<file path="src/rtl/ser_tx_pkg.sv">
package ser_tx_pkg;
  typedef enum logic {ST_ALIGN, ST_RUN} tx_state_e;
endpackage

</file>
<file path="src/rtl/ser_tx_edge.sv">
module ser_tx_edge #(
  parameter int SYNC = 2
) (
  input  logic clk_i,
  input  logic rst_ni,
  input  logic d_i,
  output logic rise_o,
  output logic fall_o
);
  logic [SYNC:0] q;

  always_ff @(posedge clk_i or negedge rst_ni) begin
    if (!rst_ni) q <= '0;
    else         q <= {q[SYNC-1:0], d_i};
  end

  assign rise_o = q[SYNC-1] & ~q[SYNC];
  assign fall_o = ~q[SYNC-1] & q[SYNC];
endmodule

</file>
<file path="src/rtl/ser_tx_fifo.sv">
module ser_tx_fifo #(
  parameter int W     = 8,
  parameter int DEPTH = 4,
  localparam int AW   = (DEPTH > 1) ? $clog2(DEPTH) : 1
) (
  input  logic         clk_i,
  input  logic         rst_ni,
  input  logic         clr_i,
  input  logic         push_i,
  input  logic [W-1:0] data_i,
  input  logic         pop_i,
  output logic [W-1:0] data_o,
  output logic         full_o,
  output logic         empty_o
);
  logic [W-1:0] mem [DEPTH];
  logic [AW-1:0] wptr, rptr;
  logic [AW:0]   cnt;
  logic do_push, do_pop;

  assign full_o  = (cnt == (AW+1)'(DEPTH));
  assign empty_o = (cnt == '0);
  assign do_push = push_i && !full_o && !clr_i;
  assign do_pop  = pop_i && !empty_o && !clr_i;
  assign data_o  = mem[rptr];

  function automatic logic [AW-1:0] nxt(input logic [AW-1:0] p);
    return (p == AW'(DEPTH-1)) ? '0 : p + 1'b1;
  endfunction

  always_ff @(posedge clk_i or negedge rst_ni) begin
    if (!rst_ni) begin
      wptr <= '0;
      rptr <= '0;
      cnt  <= '0;
    end else if (clr_i) begin
      wptr <= '0;
      rptr <= '0;
      cnt  <= '0;
    end else begin
      if (do_push) wptr <= nxt(wptr);
      if (do_pop)  rptr <= nxt(rptr);
      if (do_push && !do_pop)      cnt <= cnt + 1'b1;
      else if (do_pop && !do_push) cnt <= cnt - 1'b1;
    end
  end

  always_ff @(posedge clk_i) begin
    if (do_push) mem[wptr] <= data_i;
  end
endmodule

</file>
<file path="src/rtl/ser_tx_shift.sv">
module ser_tx_shift
  import ser_tx_pkg::*;
#(
  parameter int W   = 8,
  localparam int CW = $clog2(W)
) (
  input  logic         clk_i,
  input  logic         rst_ni,
  input  logic         clr_i,
  input  logic         rise_i,
  input  logic         fall_i,
  input  logic         empty_i,
  input  logic [W-1:0] data_i,
  output logic         pop_o,
  output logic         ser_o,
  output logic         active_o
);
  tx_state_e     st;
  logic [W-1:0]  sh;
  logic [CW-1:0] cnt;
  logic          last;

  assign last  = (cnt == CW'(W-1));
  assign pop_o = (st == ST_RUN) && rise_i && !clr_i && !empty_i && (!active_o || last);

  always_ff @(posedge clk_i or negedge rst_ni) begin
    if (!rst_ni) begin
      st       <= ST_ALIGN;
      sh       <= '0;
      cnt      <= '0;
      active_o <= 1'b0;
      ser_o    <= 1'b1;
    end else if (clr_i) begin
      st       <= ST_ALIGN;
      sh       <= '0;
      cnt      <= '0;
      active_o <= 1'b0;
      ser_o    <= 1'b1;
    end else if (st == ST_ALIGN) begin
      if (fall_i) st <= ST_RUN;
    end else if (rise_i) begin
      if (pop_o) begin
        ser_o    <= data_i[0];
        sh       <= data_i >> 1;
        cnt      <= '0;
        active_o <= 1'b1;
      end else if (active_o && !last) begin
        ser_o <= sh[0];
        sh    <= sh >> 1;
        cnt   <= cnt + 1'b1;
      end else begin
        active_o <= 1'b0;
        ser_o    <= 1'b1;
      end
    end
  end
endmodule

</file>
<file path="src/rtl/burst_ser_tx.sv">
module burst_ser_tx #(
  parameter int W     = 8,
  parameter int DEPTH = 4,
  parameter int SYNC  = 2
) (
  input  logic         clk_i,
  input  logic         rst_ni,
  input  logic         tx_clk_i,
  input  logic         txrst_i,
  input  logic         wr_i,
  input  logic [W-1:0] wdata_i,
  output logic         ser_o,
  output logic         full_o,
  output logic         empty_o,
  output logic         busy_o
);
  logic rise_w, fall_w, pop_w, active_w;
  logic [W-1:0] head_w;

  ser_tx_edge #(.SYNC(SYNC)) u_edge (
    .clk_i(clk_i), .rst_ni(rst_ni), .d_i(tx_clk_i),
    .rise_o(rise_w), .fall_o(fall_w)
  );

  ser_tx_fifo #(.W(W), .DEPTH(DEPTH)) u_fifo (
    .clk_i(clk_i), .rst_ni(rst_ni), .clr_i(txrst_i),
    .push_i(wr_i), .data_i(wdata_i), .pop_i(pop_w),
    .data_o(head_w), .full_o(full_o), .empty_o(empty_o)
  );

  ser_tx_shift #(.W(W)) u_shift (
    .clk_i(clk_i), .rst_ni(rst_ni), .clr_i(txrst_i),
    .rise_i(rise_w), .fall_i(fall_w), .empty_i(empty_o),
    .data_i(head_w), .pop_o(pop_w), .ser_o(ser_o), .active_o(active_w)
  );

  assign busy_o = active_w | ~empty_o;
endmodule

</file>
<file path="config.mk">
export PLATFORM = sky130hd
export DESIGN_NAME = burst_ser_tx
export DESIGN_NICKNAME = d
export VERILOG_FILES = /design/src/rtl/ser_tx_pkg.sv /design/src/rtl/ser_tx_edge.sv /design/src/rtl/ser_tx_fifo.sv /design/src/rtl/ser_tx_shift.sv /design/src/rtl/burst_ser_tx.sv
export SDC_FILE = /design/constraint.sdc
export NUM_CORES = 1
export LEC_CHECK = 0
export ABC_AREA = 1
export BUFFER_PORTS_ARGS = -buffer_cell sky130_fd_sc_hd__buf_2
export CAP_MARGIN = 20
export CORE_UTILIZATION = 45
export CTS_BUF_LIST = sky130_fd_sc_hd__clkbuf_8
export DETAILED_ROUTE_END_ITERATION = 16
export HOLD_SLACK_MARGIN = 0.1
export SYNTH_ARGS = -nofsm -noshare
export SYNTH_HDL_FRONTEND = slang
export SYNTH_SLANG_ARGS = --single-unit
</file>
<file path="constraint.sdc">
create_clock -name clk_i -period 2.71 [get_ports clk_i]
set_input_delay 0.271 -clock clk_i [delete_from_list [all_inputs] [get_ports clk_i]]
set_output_delay 0.271 -clock clk_i [all_outputs]
set_load 0.05 [all_outputs]
</file>
# After elaboration in Yosys (flattened, before gate mapping)
# Memories as Yosys holds them, arrays and structs flattened.
# Index checks and enable logic that the tools add are counted.
[word_totals]
reg_bits = 24
ram_bits = 32
inputBits = 13
out_inout_bits = 4
elab_cells = 89
n_memories = 1
[mem_list]
columns = ["memory", "depth", "word_bits", "read_ports", "rd_clocked_by_memory_dff", "wr", "line_no", "rtl"]
rows = [
  ["u_fifo.mem", 4, 8, 1, 0, 1, "ser_tx_fifo.sv:16", "logic [W-1:0] mem [DEPTH];"],
]
[classes]
add_sub_neg = 5
eq_ne = 5
mux = 34
bitwise_logic = 6
reduce_logical = 29
[op_table]
columns = ["operator", "n"]
rows = [
  ["two-way mux 8 bit", 5],
  ["two-way mux 3 bit", 8],
  ["two-way mux 1 bit", 15],
  ["two-way mux 2 bit", 6],
  ["logical AND 1 bit", 11],
  ["nonzero test 2 bit", 4],
  ["logical NOT 1 bit", 7],
  ["adder 3 x 1 -> 3 bit (second input constant)", 2],
  ["equality test 3 bit (second input constant)", 2],
  ["AND reduction 3 bit", 2],
  ["nonzero test 3 bit", 2],
  ["adder 2 x 1 -> 2 bit (second input constant)", 2],
  ["equality test 2 bit (second input constant)", 2],
  ["logical NOT 3 bit", 1],
  ["!= test 3 bit (second input constant)", 1],
  ["NOT 1 bit", 3],
  ["subtractor 3 x 1 -> 3 bit (second input constant)", 1],
  ["bitwise AND 1 bit", 2],
  ["AND reduction 2 bit", 1],
  ["logical OR 1 bit", 1],
  ["bitwise OR 1 bit", 1],
]

# Longest topological paths before layout
# Gate-level depths: netlist (run 1).
[depth]
ltp_word = 12
depth_mapped = 14
depth_no_buf = 14

# Hierarchy
# From an unflattened synthesis (run 1), not the netlist that was laid out.
[hier_totals]
cells_unflattened = 249
area_unflattened_um2 = 2544.9
[modules_own_cells]
columns = ["mod", "instances", "cells_each", "area_per_inst_um2", "seq_area_each_um2"]
rows = [
  ["ser_tx_fifo", 1, 151, 1741.7, 1136.1],
  ["ser_tx_shift", 1, 89, 705.7, 326.6],
  ["ser_tx_edge", 1, 7, 90.1, 75.1],
  ["burst_ser_tx", 1, 2, 7.5, 0.0],
]

# Least setup slack after synthesis (run 1)
# No wires, ideal clock.
[synth_timing]
kind = "flip-flop to flip-flop"
from = "reg u_shift.cnt[0]"
to = "reg u_fifo.cnt[2]"
setup_time_ps = 116
t_arrival_ps = 1987
required_time_ps = 2594
path_slack_ps = 606
stages_incl_launch_ff = 15
path_buffers = 0
synth_period_minus_slack_ps = 2104
path_cell_list = "dfrtp_1 ha_1 ha_1 inv_1 nand2_1 nand2_1 nor2_4 nor2_2 fa_1 xnor2_1 inv_1 nand2_1 nand2_1 nand2_1 nand2_1"
[synth_between]
elab_chain_cells = 9
elab_cells_between_ends = 11
cone_classes = "1 x eq/ne; 2 x mux; 8 x reduce/logical"
[synth_lines]
columns = ["element", "line_no", "rtl"]
rows = [
  ["start, declared", "ser_tx_shift.sv:20", "logic [CW-1:0] cnt;"],
  ["start signal, assigned", "ser_tx_shift.sv:50", "cnt <= cnt + 1'b1;"],
  ["equality test 3 bit (*)", "ser_tx_shift.sv:23", "assign last = (cnt == CW'(W-1));"],
  ["logical OR 1 bit (*)", "ser_tx_shift.sv:24", "assign pop_o = (st == ST_RUN) && rise_i && !clr_i && !empty_i && (!active_o || last);"],
  ["logical AND 1 bit (*)", "ser_tx_shift.sv:24", ""],
  ["logical AND 1 bit (*) (2 in a row)", "ser_tx_fifo.sv:24", "assign do_pop = pop_i && !empty_o && !clr_i;"],
  ["logical NOT 1 bit", "ser_tx_fifo.sv:43", "if (do_push && !do_pop) cnt <= cnt + 1'b1;"],
  ["logical AND 1 bit", "ser_tx_fifo.sv:43", ""],
  ["two-way mux 3 bit", "ser_tx_fifo.sv:43", ""],
  ["two-way mux 3 bit", "ser_tx_fifo.sv:36", "end else if (clr_i) begin"],
  ["end signal, assigned", "ser_tx_fifo.sv:43", ""],
  ["end signal, assigned", "ser_tx_fifo.sv:44", "else if (do_pop && !do_push) cnt <= cnt - 1'b1;"],
  ["end, declared", "ser_tx_fifo.sv:18", "logic [AW:0] cnt;"],
]
# Mark *: on every way between the ends. The rest lies on a longest branch, timed or not.
# A chain may end at the register's enable or synchronous reset.

# Worst setup path in the final report (run 1)
# Same ends and word-level chain as after synthesis.

==> results of run 1 <==
-- cell usage after synthesis --
| master | number | area [um^2] |
|---|---|---|
| nand2_4 | 2 | 22.5 |
| o211ai_1 | 1 | 7.51 |
| o21ai_1 | 4 | 20.0 |
| edfxtp_1 | 32 | 961 |
| nand2_1 | 68 | 255 |
| inv_4 | 1 | 6.26 |
| o21ai_0 | 17 | 85.1 |
| buf_6 | 1 | 11.3 |
| dfstp_2 | 1 | 26.3 |
| nand3_2 | 2 | 20.0 |
| ha_1 | 6 | 75.1 |
| o21ai_2 | 1 | 8.76 |
| nand3_1 | 10 | 50.1 |
| xnor2_1 | 1 | 8.76 |
| nor2_1 | 41 | 154 |
| fa_1 | 1 | 20.0 |
| o22ai_1 | 1 | 6.26 |
| a21oi_2 | 1 | 8.76 |
| buf_2 | 3 | 15.0 |
| a21oi_1 | 2 | 10.0 |
| inv_1 | 21 | 78.8 |
| nor2_2 | 2 | 12.5 |
| nor3_1 | 1 | 5.00 |
| inv_2 | 3 | 11.3 |
| nand2_2 | 2 | 12.5 |
| clkbuf_1 | 1 | 3.75 |
| nor2_4 | 2 | 22.5 |
| dfrtp_1 | 22 | 551 |
-- cell families (layout without fill, tap and decap cells) --
kind of cell             count (synthesis)  count (layout)  share of synthesized area (%)
adder cells (fa/ha/maj)                  7               7                           3.85
AND/OR/NAND/NOR                        130             130                           22.5
AO/OA/AOI/OAI                           27              27                           5.93
buffers and inverters                   30              57                           5.12
XOR/XNOR                                 1               1                          0.355
flip-flops                              55              55                           62.3
-- state kept, by name, summed over array words and instances (netlist names) --
| name | count |
|---|---|
| u_shift.cnt | 3 |
| u_shift.active_o | 1 |
| u_fifo.wptr | 2 |
| u_fifo.cnt | 3 |
| u_fifo.rptr | 2 |
| u_shift.ser_o | 1 |
| u_shift.st | 1 |
| u_fifo.mem | 32 |
| u_shift.sh | 7 |
| u_edge.q | 3 |
-- power breakdown --
part	total [uW]	switching (uW)	internal, uW
Combinational	181	128	52.6
Sequential	932	14.4	917
Clock	443	263	180
-- routing by layer --
| layer | vias to the layer above | track usage (%) | share of wire, % |
|---|---|---|---|
| li1 | 858 | - | - |
| met1 | 756 | 22.7 | 47 |
| met2 | 35 | 27.3 | 47 |
| met3 | 5 | 4.31 | 4.4 |
| met4 | 0 | 7.50 | 1.7 |
| met5 | - | 0 | 0 |
-- final timing paths --
path / endpoint / slack (ns) / cells after the start
max: u_fifo.cnt[2] / 0.60 / 14
min: u_fifo.mem[1][3] / 0.17 / 1
min in group asynchronous: u_shift.cnt[2] / 0.46 / 2
min reg2reg: u_edge.q[1] / 0.35 / 0
max in group asynchronous: u_shift.ser_o / 1.88 / 2
max reg2reg: u_fifo.cnt[2] / 0.60 / 14
-- worst register-to-register path: cells and delay by family, from the launching register on --
family	cells	cell delay, ns
XOR/XNOR	1	0.19
adder cells (fa/ha/maj)	3	0.69
buffers and inverters	2	0.12
flip-flops	1	0.40
AND/OR/NAND/NOR	8	0.63
-- stage by stage --
stage	power (uW)	utilization, %
6_report	1560	53.0
5_1_grt	1630	53.0
3_5_place_dp	1130	50.9
2_1_floorplan	1080	-
3_3_place_gp	1130	50.9
4_1_cts	1580	53.0
-- cell type report --
cell class / count / area (um^2) / share of cell area (%)
multi-input combinational: 165 / 805 / 29.1
clock buffer: 5 / 68.8 / 2.49
clock inverter: 3 / 20.0 / 0.725
timing repair buffer: 24 / 145 / 5.26
sequential: 55 / 1540 / 55.7
inverter: 25 / 96.3 / 3.49
tap: 70 / 87.6 / 3.17
==> metrics, run 1 <==
relative slew slack 65.1%; DR pass1 iterations 4; Die Y-Extent 76.1 um; Distinct cells, synth 28; full die area 5790 um^2; total power per unit cell area 564 nW/um^2; fin cells 347; Synth Register Bits 55; CTS tree yes; worst hold path startpoint wdata_i[3]; Slew Limit Fails 0; syn_nets between 200 and 300; Setup Buffers After CTS 0; Die Wd between 70 and 80 um; Tot GR Track Use ~17%; worst vdd ir ~0.27 mV; Final ANT Viol Nets 0; Final nets 296; worst-margin pin slew 0.523 ns; Critical Path End Type flip-flop; number of global-route vias before repair between 1500 and 2000; Clock Path Buffers 2; crit path launch u_shift.cnt[0]; setup TNS 0 ns; final hold violations 0; Synth Warn # 0; CP max-delay cell dfrtp_1; GPL Wtd Cong 0.785; first-pass GRT wire length 7470 um; CTS resizes 0; largest net degree at the start of global routing 24; final wirelength 4290 um; post-route setup slack approximately 0.60 ns; total gr overflow 0; critical path, cell by cell ha_1, ha_1, inv_1, nand2_1, nand2_1, nor2_4, nor2_2, fa_1, xnor2_1, inv_1, nand2_1, nand2_1, nand2_1, nand2_1; Critical Path Fanout Max 3; fin crit period 2.11 ns; Placement Cell Area ~2700 um^2; Final Hold Slack about 0.17 ns; Hold Buf Count CTS 2; Crit path max-delay family adder cells; Tcrit/Tclk final between 70% and 80%; Syn-to-layout area delta 11.8%; CP required 2.92 ns; Crit path largest cell delay ~0.4 ns; drt via density 4.77; final setup violation count 0; pre-CTS WS approximately 0.60 ns; first-iteration detailed-routing DRC count 107; fmax 474 MHz; Mapped Area 2470 um^2; layout cells sized above 1 17.0%; initial antenna violation count 0; CORE AREA 5200 um^2; Row Count 26; PortBufs 16; FF-to-FF Start u_shift.cnt[0]; max cap viols 0; boundary pin count 17; Clock Tree Root clkbuf_8; CTS sink cnt 55; commonest non-fill, non-tap cell in the layout nand2_1; status completed; diodes inserted 0; crit path DAT 2.32 ns; DPL Wire Length 2990 um; commonest non-fill, non-tap cells in the layout 68 x nand2_1, 41 x nor2_1, 32 x edfxtp_1; HP Class in -> reg; WP buf/inv 2; Initial Util 47.4%; Clock transition at path regs 0.10 ns; CTS Buf Count 5; H-tree lvl count 2; Cells after DPL 337; Syn Area/Cell around 9.9 um^2; Filler cells 483; Setup Skew 0.00989 ns; P_leak 0.00127 uW; RSZ-0062 raised after global routing false; Seq/Total Area, Yosys 62.3%; Most common cell on crit path nand2_1; vias 1654; Post-Synthesis Cells 250; final non-filler cell area 2760 um^2; # DRC 0; clk_lat worst skew about 0.31 ns; Setup crit start kind flip-flop; crit path kind reg -> reg; Avg WL per Cell ~12 um
(Power assumes the default switching activity.)
==> run 2, diff against run 1 <==
==> constraint.sdc (replaced) <==
create_clock -name clk_i -period 1.9 [get_ports clk_i]
set_input_delay 0.19 -clock clk_i [delete_from_list [all_inputs] [get_ports clk_i]]
set_output_delay 0.19 -clock clk_i [all_outputs]
set_load 0.05 [all_outputs]
==> metrics, run 2 (synthesized netlist as in run 1, its figures left out) <==
flop2flop setup slack ~0.011 ns; final non-filler cell area 2990 um^2; RSZ-0062 raised after global routing true; full die area 5790 um^2; Critical Path Fanout Max 2; relative slew slack 64.7%; Syn-to-layout area delta 20.9%; cells on worst reg2reg path 14; PortBufs 16; H-tree lvl count 2; worst vdd ir 0.431 mV; FF-to-FF Start u_shift.cnt[0]; Tcrit/Tclk final 99.4%; final hold violations 0; Die Wd about 76 um; Clock Tree Root clkbuf_8; DR pass1 iterations 6; DPL Wire Length 2990 um; total gr overflow 0; P_leak 0.00137 uW; Tot GR Track Use between 15 and 20%; Initial Util between 40 and 50%; Design Power 2420 uW; CP required 2.10 ns; commonest non-fill, non-tap cell in the layout nand2_1; hold path depth 2; Placement Cell Area 2730 um^2; final wirelength 4360 um; fin crit period 1.89 ns; clk_lat worst skew between 0.3 and 0.4 ns; vias 1702; post-route setup slack 0.0112 ns; worst-margin pin slew ~0.53 ns; CTS tree yes; crit path DAT 2.09 ns; pre-CTS WS -0.0618 ns; diodes inserted 0; status completed; first-iteration detailed-routing DRC count 57; Setup crit start kind flip-flop; drt via density 4.66; Filler cells 467; # DRC 0; Largest Register u_fifo.mem; CTS Buf Count 5; Slew Limit Fails 0; Clock Path Buffers 2; CTS sink cnt 55; Die Y-Extent 76.1 um; FF-to-FF End u_fifo.cnt[2]; number of global-route vias before repair ~1700; Row Count 26; HP Class in -> reg; crit path kind reg -> reg; worst-case hold path end point u_shift.st; Final ANT Viol Nets 0; Clock transition at path regs roughly 0.10 ns; CORE AREA 5200 um^2; total power per unit cell area roughly 800 nW/um^2; fmax 529 MHz; largest net degree at the start of global routing 24; Setup Skew 0.00815 ns; final setup violation count 0; commonest non-fill, non-tap cells in the layout 66 x nand2_1, 41 x nor2_1, 32 x edfxtp_1; Critical Path End Type flip-flop; layout cells sized above 1 about 22%; worst hold path startpoint txrst_i; first-pass GRT wire length around 7500 um; boundary pin count 17; Avg WL per Cell 11.9 um; initial antenna violation count 0; biggest regs u_fifo.mem x32, u_shift.sh x7; setup TNS 0 ns; GPL Wtd Cong 0.731; Final nets 314; fin util 57.4%; max cap viols 0; max reg flops 32
## run 2: changes by cell type in the layout (fill, tap and decap cells not counted), moves of 2 or more
cell / before / now
nand2_1: 68 / 66
ha_1: 6 / 4
buf_4: 6 / 15
inv_1: 21 / 19
inv_2: 3 / 5
dlygate4sd3_1: 2 / 10
## run 2: how the worst max path moves through the flow
stage / slack, ns / end / start / depth (start not counted)
floorplan: -0.14 / u_fifo.cnt[2] / u_shift.cnt[0] / 14
global placement: -0.03 / u_fifo.cnt[2] / u_shift.cnt[0] / 14
detailed placement: -0.06 / u_fifo.cnt[2] / u_shift.cnt[0] / 14
CTS: 0.004 / u_fifo.cnt[2] / u_shift.cnt[0] / 14
global route: -0.12 / u_fifo.cnt[2] / u_shift.cnt[0] / 14
finish: 0.01 / u_fifo.cnt[2] / u_shift.cnt[0] / 14
## run 2: cell type report
type | instances | area (um^2) | area share (%)
Multi-Input combinational cell | 165 | 845 | 28.3
Sequential cell | 55 | 1540 | 51.5
Inverter | 25 | 96.3 | 3.23
Timing Repair Buffer | 42 | 304 | 10.2
Tap cell | 70 | 87.6 | 2.93
Clock buffer | 5 | 68.8 | 2.31
Clock inverter | 3 | 46.3 | 1.55
## run 2: report_power, final
group | internal (uW) | leakage (uW) | switching, uW
Sequential | 1310 | 0.000597 | 21.1
Combinational | 115 | 0.000719 | 196
Clock | 397 | 0.0000548 | 380
Total | 1820 | 0.00137 | 597
## run 2: worst max-delay path, stage by stage, from the launching register on
cell and delay [ns]:
dfrtp_1 0.37, ha_2 0.19, ha_4 0.13, inv_2 0.03, nand2_2 0.06, nand2_2 0.08, nor2_4 0.12, nor2_4 0.05
fa_2 0.35, xnor2_2 0.15, inv_1 0.05, nand2_1 0.06, nand2_1 0.05, nand2_1 0.05, nand2_1 0.04
## run 2: layer usage
metal	up-vias	global-route usage, %	routed length [um]
li1	892	-	-
met1	769	21.4	2080
met2	33	28.2	2020
met3	8	4.31	172
met4	0	8.46	88
met5	-	0	0
## run 2: repair_timing
| item | in CTS | in global routing |
|---|---|---|
| pin swaps | 2 | 1 |
| gates resized for setup | 0 | 3 |
| hold buffers | 10 | 0 |
| endpoints found under the hold margin | 55 | 0 |
| setup buffers | 1 | 3 |
| cloned | 0 | 0 |
| endpoints found under the setup margin | 1 | 7 |
## run 2: metrics by stage
stage / cells / hold WS, ns
2_1_floorplan: 250 / -0.106
3_3_place_gp: 343 / 0.214
3_5_place_dp: 343 / 0.204
4_1_cts: 362 / 0.160
5_1_grt: 365 / 0.182
6_report: 365 / 0.176
